## src/rtl/mecc_pkg.sv

```systemverilog
package mecc_pkg;

   // Control register layout
   localparam int CSR_W       = 8;
   localparam int CSR_CE_FLAG = 0;
   localparam int CSR_UE_FLAG = 1;
   localparam int CSR_CE_IE   = 4;
   localparam int CSR_UE_IE   = 5;
   localparam int CSR_UE_RST  = 6;

   typedef enum logic {
      SEQ_IDLE  = 1'b0,
      SEQ_MERGE = 1'b1
   } seq_e;

   // Number of Hamming check bits needed to cover dw data bits
   function automatic int ham_bits(input int dw);
      int p;
      p = 0;
      while ((1 << p) < dw + p + 1) p++;
      return p;
   endfunction

   // One-based codeword position of data bit idx (skips power-of-two slots)
   function automatic int data_pos(input int idx);
      int pos;
      int cnt;
      pos = 0;
      cnt = 0;
      for (int k = 3; k < 1024; k++) begin
         if (((k & (k - 1)) != 0) && (pos == 0)) begin
            if (cnt == idx) pos = k;
            cnt++;
         end
      end
      return pos;
   endfunction

   // Data bits covered by Hamming check bit b
   function automatic logic [63:0] cover_mask(input int b, input int dw);
      logic [63:0] m;
      m = '0;
      for (int i = 0; i < dw; i++) begin
         if (((data_pos(i) >> b) & 1) != 0) m[i] = 1'b1;
      end
      return m;
   endfunction

endpackage

```

## src/rtl/mecc_enc.sv

```systemverilog
module mecc_enc
   import mecc_pkg::*;
#(
   parameter  int DW = 16,
   localparam int HW = ham_bits(DW),
   localparam int CW = HW + 1
) (
   input  logic [DW-1:0] data,
   output logic [CW-1:0] chk
);

   logic [HW-1:0] ham;

   if (DW > 57 || DW < 4) begin : g_bad_width
      $error("mecc_enc: DW out of supported range");
   end

   for (genvar b = 0; b < HW; b++) begin : g_ham
      localparam logic [63:0] MASK = cover_mask(b, DW);
      assign ham[b] = ^(data & MASK[DW-1:0]);
   end

   // Top bit: overall parity over data and Hamming bits
   assign chk = {^{data, ham}, ham};

endmodule

```

## src/rtl/mecc_dec.sv

```systemverilog
module mecc_dec
   import mecc_pkg::*;
#(
   parameter  int DW = 16,
   localparam int HW = ham_bits(DW),
   localparam int CW = HW + 1
) (
   input  logic [DW-1:0] data_in,
   input  logic [CW-1:0] chk_in,
   output logic [DW-1:0] data_out,
   output logic          err_ce,
   output logic          err_ue
);

   logic [CW-1:0] re_chk;
   logic [HW-1:0] syn;
   logic [DW-1:0] flip;
   logic          par_err;
   logic          syn_zero;
   logic          syn_chk;
   logic          single_ok;

   mecc_enc #(.DW(DW)) u_reenc (
      .data (data_in),
      .chk  (re_chk)
   );

   assign syn      = re_chk[HW-1:0] ^ chk_in[HW-1:0];
   // Overall parity of the stored word, derived from the recomputed parity
   assign par_err  = re_chk[HW] ^ (^syn) ^ chk_in[HW];
   assign syn_zero = (syn == '0);
   assign syn_chk  = $onehot(syn);

   for (genvar i = 0; i < DW; i++) begin : g_flip
      localparam int POS = data_pos(i);
      assign flip[i] = par_err && (syn == HW'(POS));
   end

   assign single_ok = syn_zero || syn_chk || (|flip);
   assign data_out  = data_in ^ flip;
   assign err_ce    = par_err && single_ok;
   assign err_ue    = (!par_err && !syn_zero) || (par_err && !single_ok);

endmodule

```

## src/rtl/mecc_status.sv

```systemverilog
module mecc_status
   import mecc_pkg::*;
(
   input  logic             clk,
   input  logic             rst_n,
   input  logic             ce_evt,
   input  logic             ue_evt,
   input  logic             reg_we,
   input  logic [CSR_W-1:0] reg_wdata,
   output logic [CSR_W-1:0] reg_rdata,
   output logic             nmi_req,
   output logic             rst_req,
   output logic             cache_flush
);

   logic ce_flag_q, ue_flag_q;
   logic ce_ie_q, ue_ie_q, ue_rst_q;
   logic ce_flag_d, ue_flag_d;
   logic nmi_q, rst_q, flush_q;

   always_comb begin
      ce_flag_d = ce_flag_q;
      ue_flag_d = ue_flag_q;
      if (reg_we && reg_wdata[CSR_CE_FLAG]) ce_flag_d = 1'b0;
      if (reg_we && reg_wdata[CSR_UE_FLAG]) ue_flag_d = 1'b0;
      if (ce_evt) ce_flag_d = 1'b1;
      if (ue_evt) ue_flag_d = 1'b1;
   end

   always_ff @(posedge clk or negedge rst_n) begin
      if (!rst_n) begin
         ce_flag_q <= 1'b0;
         ue_flag_q <= 1'b0;
         ce_ie_q   <= 1'b0;
         ue_ie_q   <= 1'b0;
         ue_rst_q  <= 1'b0;
         nmi_q     <= 1'b0;
         rst_q     <= 1'b0;
         flush_q   <= 1'b0;
      end else begin
         ce_flag_q <= ce_flag_d;
         ue_flag_q <= ue_flag_d;
         if (reg_we) begin
            ce_ie_q  <= reg_wdata[CSR_CE_IE];
            ue_ie_q  <= reg_wdata[CSR_UE_IE];
            ue_rst_q <= reg_wdata[CSR_UE_RST];
         end
         nmi_q   <= (ce_evt && ce_ie_q) || (ue_evt && ue_ie_q && !ue_rst_q);
         rst_q   <= ue_evt && ue_rst_q;
         flush_q <= ue_evt;
      end
   end

   always_comb begin
      reg_rdata              = '0;
      reg_rdata[CSR_CE_FLAG] = ce_flag_q;
      reg_rdata[CSR_UE_FLAG] = ue_flag_q;
      reg_rdata[CSR_CE_IE]   = ce_ie_q;
      reg_rdata[CSR_UE_IE]   = ue_ie_q;
      reg_rdata[CSR_UE_RST]  = ue_rst_q;
   end

   assign nmi_req     = nmi_q;
   assign rst_req     = rst_q;
   assign cache_flush = flush_q;

   AST_UE_FLUSH: assert property (@(posedge clk) disable iff (!rst_n)
      ue_evt |=> cache_flush);
   AST_UE_STICKY_SET: assert property (@(posedge clk) disable iff (!rst_n)
      ue_evt |=> reg_rdata[CSR_UE_FLAG]);
   AST_RST_BEATS_NMI: assert property (@(posedge clk) disable iff (!rst_n)
      (ue_evt && reg_rdata[CSR_UE_RST]) |=> (rst_req && !nmi_req));
   AST_CE_HOLD: assert property (@(posedge clk) disable iff (!rst_n)
      (reg_rdata[CSR_CE_FLAG] && !(reg_we && reg_wdata[CSR_CE_FLAG])) |=> reg_rdata[CSR_CE_FLAG]);
   AST_NMI_HAS_CAUSE: assert property (@(posedge clk) disable iff (!rst_n)
      nmi_req |-> $past(ce_evt || ue_evt));

endmodule

```

## src/rtl/mem_ecc_unit.sv

```systemverilog
module mem_ecc_unit
   import mecc_pkg::*;
#(
   parameter  int DATA_W = 16,
   parameter  int ADDR_W = 10,
   parameter  int BYTE_W = 8,
   localparam int LANES  = DATA_W / BYTE_W,
   localparam int CHK_W  = ham_bits(DATA_W) + 1,
   localparam int MEM_W  = DATA_W + CHK_W
) (
   input  logic              clk,
   input  logic              rst_n,
   input  logic              bus_req,
   input  logic              bus_we,
   input  logic [LANES-1:0]  bus_be,
   input  logic [ADDR_W-1:0] bus_addr,
   input  logic [DATA_W-1:0] bus_wdata,
   output logic              bus_ready,
   output logic              bus_rvalid,
   output logic [DATA_W-1:0] bus_rdata,
   output logic              mem_en,
   output logic              mem_we,
   output logic [ADDR_W-1:0] mem_addr,
   output logic [MEM_W-1:0]  mem_wdata,
   input  logic [MEM_W-1:0]  mem_rdata,
   input  logic              reg_we,
   input  logic [CSR_W-1:0]  reg_wdata,
   output logic [CSR_W-1:0]  reg_rdata,
   output logic              nmi_req,
   output logic              rst_req,
   output logic              cache_flush
);

   if (DATA_W % BYTE_W != 0) begin : g_bad_lanes
      $error("mem_ecc_unit: DATA_W must be a multiple of BYTE_W");
   end
   if (ADDR_W < 1) begin : g_bad_addr
      $error("mem_ecc_unit: ADDR_W must be positive");
   end

   seq_e              seq_q;
   logic              acc, rd_acc, full_acc, part_acc;
   logic              rd_pend_q;
   logic [ADDR_W-1:0] m_addr_q;
   logic [LANES-1:0]  m_be_q;
   logic [DATA_W-1:0] m_wdata_q;
   logic [DATA_W-1:0] merged;
   logic [DATA_W-1:0] enc_in;
   logic [CHK_W-1:0]  enc_chk;
   logic [DATA_W-1:0] dec_data;
   logic              dec_ce, dec_ue, chk_live;
   logic              rvalid_q;
   logic [DATA_W-1:0] rdata_q;

   assign bus_ready = (seq_q == SEQ_IDLE);
   assign acc       = bus_req && bus_ready;
   assign rd_acc    = acc && !bus_we;
   assign full_acc  = acc && bus_we && (&bus_be);
   assign part_acc  = acc && bus_we && !(&bus_be) && (|bus_be);

   // Sequencing: partial writes take a merge cycle
   always_ff @(posedge clk or negedge rst_n) begin
      if (!rst_n) begin
         seq_q     <= SEQ_IDLE;
         rd_pend_q <= 1'b0;
         m_addr_q  <= '0;
         m_be_q    <= '0;
         m_wdata_q <= '0;
      end else begin
         rd_pend_q <= rd_acc;
         if (part_acc) begin
            seq_q     <= SEQ_MERGE;
            m_addr_q  <= bus_addr;
            m_be_q    <= bus_be;
            m_wdata_q <= bus_wdata;
         end else begin
            seq_q <= SEQ_IDLE;
         end
      end
   end

   // Stored word check and correction
   mecc_dec #(.DW(DATA_W)) u_dec (
      .data_in  (mem_rdata[DATA_W-1:0]),
      .chk_in   (mem_rdata[MEM_W-1:DATA_W]),
      .data_out (dec_data),
      .err_ce   (dec_ce),
      .err_ue   (dec_ue)
   );

   for (genvar l = 0; l < LANES; l++) begin : g_lane
      assign merged[l*BYTE_W +: BYTE_W] = m_be_q[l] ? m_wdata_q[l*BYTE_W +: BYTE_W]
                                                    : dec_data[l*BYTE_W +: BYTE_W];
   end

   assign enc_in = (seq_q == SEQ_MERGE) ? merged : bus_wdata;

   mecc_enc #(.DW(DATA_W)) u_enc (
      .data (enc_in),
      .chk  (enc_chk)
   );

   always_comb begin
      if (seq_q == SEQ_MERGE) begin
         mem_en   = 1'b1;
         mem_we   = 1'b1;
         mem_addr = m_addr_q;
      end else begin
         mem_en   = rd_acc || full_acc || part_acc;
         mem_we   = full_acc;
         mem_addr = bus_addr;
      end
      mem_wdata = {enc_chk, enc_in};
   end

   assign chk_live = rd_pend_q || (seq_q == SEQ_MERGE);

   always_ff @(posedge clk or negedge rst_n) begin
      if (!rst_n) begin
         rvalid_q <= 1'b0;
         rdata_q  <= '0;
      end else begin
         rvalid_q <= rd_pend_q;
         if (rd_pend_q) rdata_q <= dec_data;
      end
   end

   assign bus_rvalid = rvalid_q;
   assign bus_rdata  = rdata_q;

   mecc_status u_status (
      .clk         (clk),
      .rst_n       (rst_n),
      .ce_evt      (chk_live && dec_ce),
      .ue_evt      (chk_live && dec_ue),
      .reg_we      (reg_we),
      .reg_wdata   (reg_wdata),
      .reg_rdata   (reg_rdata),
      .nmi_req     (nmi_req),
      .rst_req     (rst_req),
      .cache_flush (cache_flush)
   );

   AST_RD_LATENCY: assert property (@(posedge clk) disable iff (!rst_n)
      rd_acc |-> ##2 bus_rvalid);
   AST_MERGE_STALL: assert property (@(posedge clk) disable iff (!rst_n)
      part_acc |=> (!bus_ready && mem_we));
   AST_MERGE_ONE_CYCLE: assert property (@(posedge clk) disable iff (!rst_n)
      !bus_ready |=> bus_ready);

endmodule

```

## config.mk

```make
export PLATFORM = sky130hd
export DESIGN_NAME = mem_ecc_unit
export DESIGN_NICKNAME = d
export VERILOG_FILES = /design/src/rtl/mecc_pkg.sv /design/src/rtl/mecc_enc.sv /design/src/rtl/mecc_dec.sv /design/src/rtl/mecc_status.sv /design/src/rtl/mem_ecc_unit.sv
export SDC_FILE = /design/constraint.sdc
export NUM_CORES = 1
export LEC_CHECK = 0
export BUFFER_PORTS_ARGS = -buffer_cell sky130_fd_sc_hd__buf_4
export CAP_MARGIN = 10
export CORE_UTILIZATION = 25
export CTS_CLUSTER_SIZE = 40
export DETAILED_ROUTE_END_ITERATION = 8
export SYNTH_ARGS = -nofsm -noshare
export SYNTH_HDL_FRONTEND = slang
export SYNTH_SLANG_ARGS = --single-unit
```

## constraint.sdc

```tcl
create_clock -name clk -period 6.3 [get_ports clk]
set_input_delay 0.315 -clock clk [delete_from_list [all_inputs] [get_ports clk]]
set_output_delay 0.315 -clock clk [all_outputs]
set_load 0.02 [all_outputs]
```

Word-level counts from Yosys, hierarchy flattened
Cells that the tools add are included.

cells by class
  equality and inequality tests = 17
  muxes and demuxes = 11
  reduce and logical (&&, ||, !) cells = 65
  add/subtract/negate cells = 4
  bitwise operators = 5

operators by type and width
  operator              number
  $reduce_xor A16 Y1    10
  $reduce_xor A21 Y1    2
  $eq A5 B4 Y1 const B  7
  $logic_and A1 B1 Y1   33
  $eq A5 B5 Y1 const B  5
  $mux W16              1
  $mux W8               2
  $reduce_or A16 Y1     1
  $xor A16 B16 Y16      1
  $eq A5 B3 Y1 const B  3
  $mux W10              1
  $logic_or A1 B1 Y1    7
  $mux W1               7
  $logic_not A1 Y1      6
  $eq A5 B2 Y1 const B  1
  $logic_not A5 Y1      1
  $reduce_xor A5 Y1     1
  $xor A5 B5 Y5         1
  $add A1 B1 Y2         2
  $reduce_bool A2 Y1    2
  $add A3 B1 Y3         1
  $add A3 B3 Y3         1
  $eq A3 B1 Y1 const B  1
  $reduce_and A2 Y1     1
  3 further kinds       4

word-level totals
  logic and storage cells = 117
  output and inout port bits = 63
  register bits = 55
  input bits = 63

Longest topological paths before layout
  word-level depth = 15
  mapped depth = 19
  mapped depth without buffers = 16

Cells and area by module
From an unflattened synthesis, not the netlist that was laid out.

unflattened totals
  cell total of the unflattened synthesis = 335
  area, all modules = 3812.4 µm²

by module, submodules not included
  module        area an instance (µm²)  cells each  sequential area each (µm²)  instances
  mem_ecc_unit  2225.9                  170         1176.1                      1
  mecc_dec      661.9                   83          0.0                         1
  mecc_enc      292.8                   27          0.0                         2
  mecc_status   339.1                   28          200.2                       1

Worst setup path before layout
OpenSTA, ideal clock, no wires.

  path kind = input to output
  start = input port mem_rdata[10]
  end = output port mem_wdata[21]
  required time = 5.985 ns
  stages = 18
  arrival = 5.090 ns
  setup slack = 0.895 ns
  path through = xnor2_2 xnor3_2 xnor2_2 nand2b_1 buf_2 nand2_1 fa_1 xnor2_1 xnor2_1 xnor3_1 buf_6 nor3_1 xor2_1 mux2i_1 o21ai_1 xnor2_1 xnor3_1 xnor3_1

on the way
  longest elaborated chain between the ends = 11
  elaborated cells between the ends (all ways) = 51
  classes of those cells = eq/ne: 16; mux: 3; bitwise: 4; reduce/logical: 28

ends and longest elaborated chain
  what                         line                RTL
  start: declaration           mem_ecc_unit.sv:25  input logic [MEM_W-1:0] mem_rdata,
  $reduce_xor A16 Y1           mecc_enc.sv:20      assign ham[b] = ^(data & MASK[DW-1:0]);
  $xor A5 B5 Y5                mecc_dec.sv:28      assign syn = re_chk[HW-1:0] ^ chk_in[HW-1:0];
  $reduce_xor A5 Y1            mecc_dec.sv:30      assign par_err = re_chk[HW] ^ (^syn) ^ chk_in[HW];
  $xor A1 B1 Y1 (2 in series)  mecc_dec.sv:30
  $logic_and A1 B1 Y1 *        mecc_dec.sv:36      assign flip[i] = par_err && (syn == HW'(POS));
  $xor A16 B16 Y16 *           mecc_dec.sv:40      assign data_out = data_in ^ flip;
  $mux W8 *                    mem_ecc_unit.sv:92  assign merged[l*BYTE_W +: BYTE_W] = m_be_q[l] ? m_wdata_q[l*BYTE_W +: BYTE_W]
  $mux W16 *                   mem_ecc_unit.sv:96  assign enc_in = (seq_q == SEQ_MERGE) ? merged : bus_wdata;
  via mem_wdata[0]             mem_ecc_unit.sv:24  output logic [MEM_W-1:0] mem_wdata,
  $reduce_xor A16 Y1 *         mecc_enc.sv:20
  via mem_wdata[16]            mem_ecc_unit.sv:24
  $reduce_xor A21 Y1 *         mecc_enc.sv:24      assign chk = {^{data, ham}, ham};
  end: declaration             mem_ecc_unit.sv:24

Mark *: on every way through the listed nets, which the timed path passes. The rest lies on a longest branch.

Worst setup path in the final report
  start = input port mem_rdata[11]
  end = output port mem_wdata[21]

on the way
  longest elaborated chain between the ends = 11
  elaborated cells between the ends (all ways) = 49
  classes of those cells = eq/ne: 16; mux: 3; bitwise: 4; reduce/logical: 26

ends and longest elaborated chain
  what                         line
  $reduce_xor A16 Y1           mecc_enc.sv:20
  $xor A5 B5 Y5                mecc_dec.sv:28
  $reduce_xor A5 Y1            mecc_dec.sv:30
  $xor A1 B1 Y1 (2 in series)  mecc_dec.sv:30
  $logic_and A1 B1 Y1          mecc_dec.sv:36
  $xor A16 B16 Y16 *           mecc_dec.sv:40
  $mux W8                      mem_ecc_unit.sv:92
  $mux W16 *                   mem_ecc_unit.sv:96
  $reduce_xor A16 Y1           mecc_enc.sv:20
  $reduce_xor A21 Y1 *         mecc_enc.sv:24

Mark *: on every way between the ends. The rest lies on a longest branch, timed or not.

==> metrics.txt <==
status=complete, no violations; pin count of the biggest net entering global routing=56; # H-tree levels=2; post-synthesis cell type count=57; Warnings, synthesis=0; CP startpoint=mem_rdata[11]; WL/cell=between 15 and 20 microns; Residual DRC=0; Mapped Cells=approximately 370; final setup TNS=0 ns; highest-delay cell along the critical path=xor3_2; worst IR drop on VDD=301.7 uV; routed wire length=approximately 11000 microns; Boundary Pins=around 130; switching part of the total=0.4380; clk buf depth=2; WP data required=around 6.0 ns; switching power=between 0.8 and 0.9 mW; #FFs+latches synth=55; post_cts resized=0; Worst Hold Class=in2async; critical path peak fanout=14; Setup Skew=slightly below 0.009 ns; Die Span X=~130 microns; area of the mapped netlist=3832 sq um; ys flop type=dfrtp_1; Die H=between 100 and 150 microns; clock root buffer=clkbuf_16; EDFF count, synth=0; Final period util=0.9335; core area=14750 sq um; filler cell count=approximately 1500; Seq pwr share=0.250; Nets=roughly 540; total congestion overflow=0; Data arrival, critical path=between 5 and 6 ns; worst r2r path cells=4; Critical path buffers and inverters=3; Async SR Flop Fraction=1.000; Placed Cells incl. Taps=about 650; placed cell area=4875 sq um; HPWL after DPL=8462 microns; critical path, cell by cell=buf_4 > xnor2_1 > xor3_2 > xor2_1 > nand2_1 > nand2_1 > fa_1 > xnor2_1 > xnor2_1 > xnor3_1 > buf_4 > nor3_2 > xnor2_1 > o21ai_2 > xor2_1 > xnor2_1 > xnor3_1 > xnor3_1 > buf_4; Max Cap Violations=0; initial antenna violation count=0; FMAX=0.1700 GHz; GPL Wtd Cong=roughly 0.85; RSZ-0062 raised after global routing=no; Initial DRT Pass Iterations=4; Crit path top cell by count=xnor2_1; setup ws final=0.4192 ns; TritonCTS clock tree=built; first-pass GRT wire length=between 15000 and 20000 microns; vias in the first global route=3168; via count=roughly 3100; crit path kind=in2out; endpoint type of the worst setup path=output pin; worst rel slew slack=0.4140; row cnt=44; share of cells above drive strength 1=0.4063; pwr/cell area=approximately 400 nW/um^2; internal power=around 1.1 mW; worst-margin pin slew=between 0.8 and 0.9 ns; Final Critical Period=slightly below 6 ns; CTS Buf Count=5; final hold slack=roughly 0.068 ns; ant diodes=0; post-route cell area=between 5000 and 6000 sq um; synth-to-layout area growth=31.15%; launch point of the worst reg-to-reg path=seq_q; delay-heaviest family, CP=XOR/XNOR gates; Hold Fails Final Rpt=0; later-pin clock latency in the skew report=~0.30 ns; Gate power share=0.606; CP Launch Type=input pin; fin cells=659; drt via density=roughly 4.7; Leak=about 2.3 nW; clock power share=0.145; hold buffers post-CTS=0; die area=15830 sq um; DRT iter0 DRCs=between 100 and 150; ANT nets after route=0; pre-CTS setup slack=between 0.4 and 0.5 ns; post-synthesis sequential area ratio=0.3591; instance count on the critical path=19; Final setup viols=0; Starting Density=0.2598; slowest stage delay, CP=0.48 ns; Max Slew Vio Count=0; total power=roughly 2 mW; port buffer count=119; CTS clk-pin slew, worst paths=0.07 ns; Setup Buffers After CTS=0; Finished Core Util=0.3407; GRT Total Usage=0.1391; Avg Inst Size Synth=roughly 10 sq um; TritonCTS Sinks=55
[layout make-up]
type / count / area (sq um) / share of cell area
multi-input cells: 273 / 2277 / 0.4531
flip-flops and latches: 55 / 1376 / 0.2738
repair buffers: 125 / 938.4 / 0.1867
well taps: 184 / 230.2 / 0.04581
clock buffers: 7 / 142.6 / 0.02838
inverters: 14 / 52.55 / 0.01046
clock inverters: 1 / 8.758 / 0.001743
[cell usage after synthesis, types with 3 or more instances]
master    number  area, sq um
a21o_1         3        22.52
o21ai_2        3        26.28
nor2b_1        3        18.77
nor3_1        11        55.05
dfrtp_1       55         1376
buf_4          8        60.06
o21ai_1        4        20.02
xnor2_2        5        81.33
xnor3_1        5        112.6
mux2_2        41        461.7
a31oi_1        3        18.77
nand2b_1       5        31.28
o21ai_0       13        65.06
xnor2_1       42        367.9
a21oi_1       20        100.1
ha_1           5        62.56
and3_1         7        43.79
nand2_1       17        63.81
nor2_1        23        86.33
clkbuf_1      12        45.04
inv_1         14        52.55
nor3_2         4        40.04
xor2_1        18        157.7
[path summary, 6_finish.rpt]
| check | endpoint | slack, ns |
|---|---|---|
| worst max-delay path | mem_wdata[21] | 0.42 |
| worst min-delay path | u_status.ue_ie_q | 0.07 |
| worst max register to register | m_wdata_q[15] | 4.15 |
| worst min register to register | u_status.ce_flag_q | 0.49 |
| max in group asynchronous | m_wdata_q[4] | 5.74 |
| min in group clk | rd_pend_q | 0.21 |
[layer usage]
layer | GRT usage | routed length [microns] | up-vias | part of all wire
li1 | - | - | 1471 | -
met1 | 0.1711 | 4541 | 1483 | 0.42
met2 | 0.2454 | 5401 | 95 | 0.50
met3 | 0.02676 | 522 | 17 | 0.049
met4 | 0.04252 | 266 | 0 | 0.025
met5 | 0 | 0 | - | 0
[power groups by stage]
stage / combinational, mW / clock [mW] / sequential, mW
detailed placement: 1.21 / 0 / 0.505
global route: 1.32 / 0.318 / 0.509
global placement: 1.19 / 0 / 0.499
floorplan: 0.866 / 0 / 0.527
CTS: 1.22 / 0.301 / 0.499
finish: 1.21 / 0.289 / 0.499
[registers in the layout (all words and copies together), names as in the netlist]
name / cells
u_status.nmi_req: 1
u_status.ue_rst_q: 1
bus_rdata: 16
seq_q: 1
rd_pend_q: 1
m_addr_q: 10
u_status.cache_flush: 1
u_status.ce_flag_q: 1
m_wdata_q: 16
u_status.ue_ie_q: 1
bus_rvalid: 1
u_status.rst_req: 1
u_status.ce_ie_q: 1
m_be_q: 2
u_status.ue_flag_q: 1
[layout by cell type (no fill, tap or decap), types with 4 or more instances in the layout]
| master | Yosys | final |
|---|---|---|
| a21oi_1 | 20 | 20 |
| and3_1 | 7 | 7 |
| buf_4 | 8 | 125 |
| clkbuf_16 | 0 | 5 |
| dfrtp_1 | 55 | 55 |
| ha_1 | 5 | 5 |
| inv_1 | 14 | 14 |
| mux2_2 | 41 | 41 |
| nand2_1 | 17 | 17 |
| nand2b_1 | 5 | 5 |
| nor2_1 | 23 | 23 |
| nor3_1 | 11 | 11 |
| nor3_2 | 4 | 4 |
| o21ai_0 | 13 | 13 |
| o21ai_1 | 4 | 4 |
| xnor2_1 | 42 | 42 |
| xnor2_2 | 5 | 5 |
| xnor3_1 | 5 | 5 |
| xor2_1 | 18 | 18 |
[logic make-up after synthesis]
group	Yosys count	synth area share
other cells	1	0.0009785
buf+inv	39	0.04865
simple gates	81	0.1087
compound gates	65	0.1153
fa+ha+maj	7	0.02677
xor+xnor	75	0.2174
mux	42	0.1231
flops	55	0.3591
(Power assumes the default switching activity.)
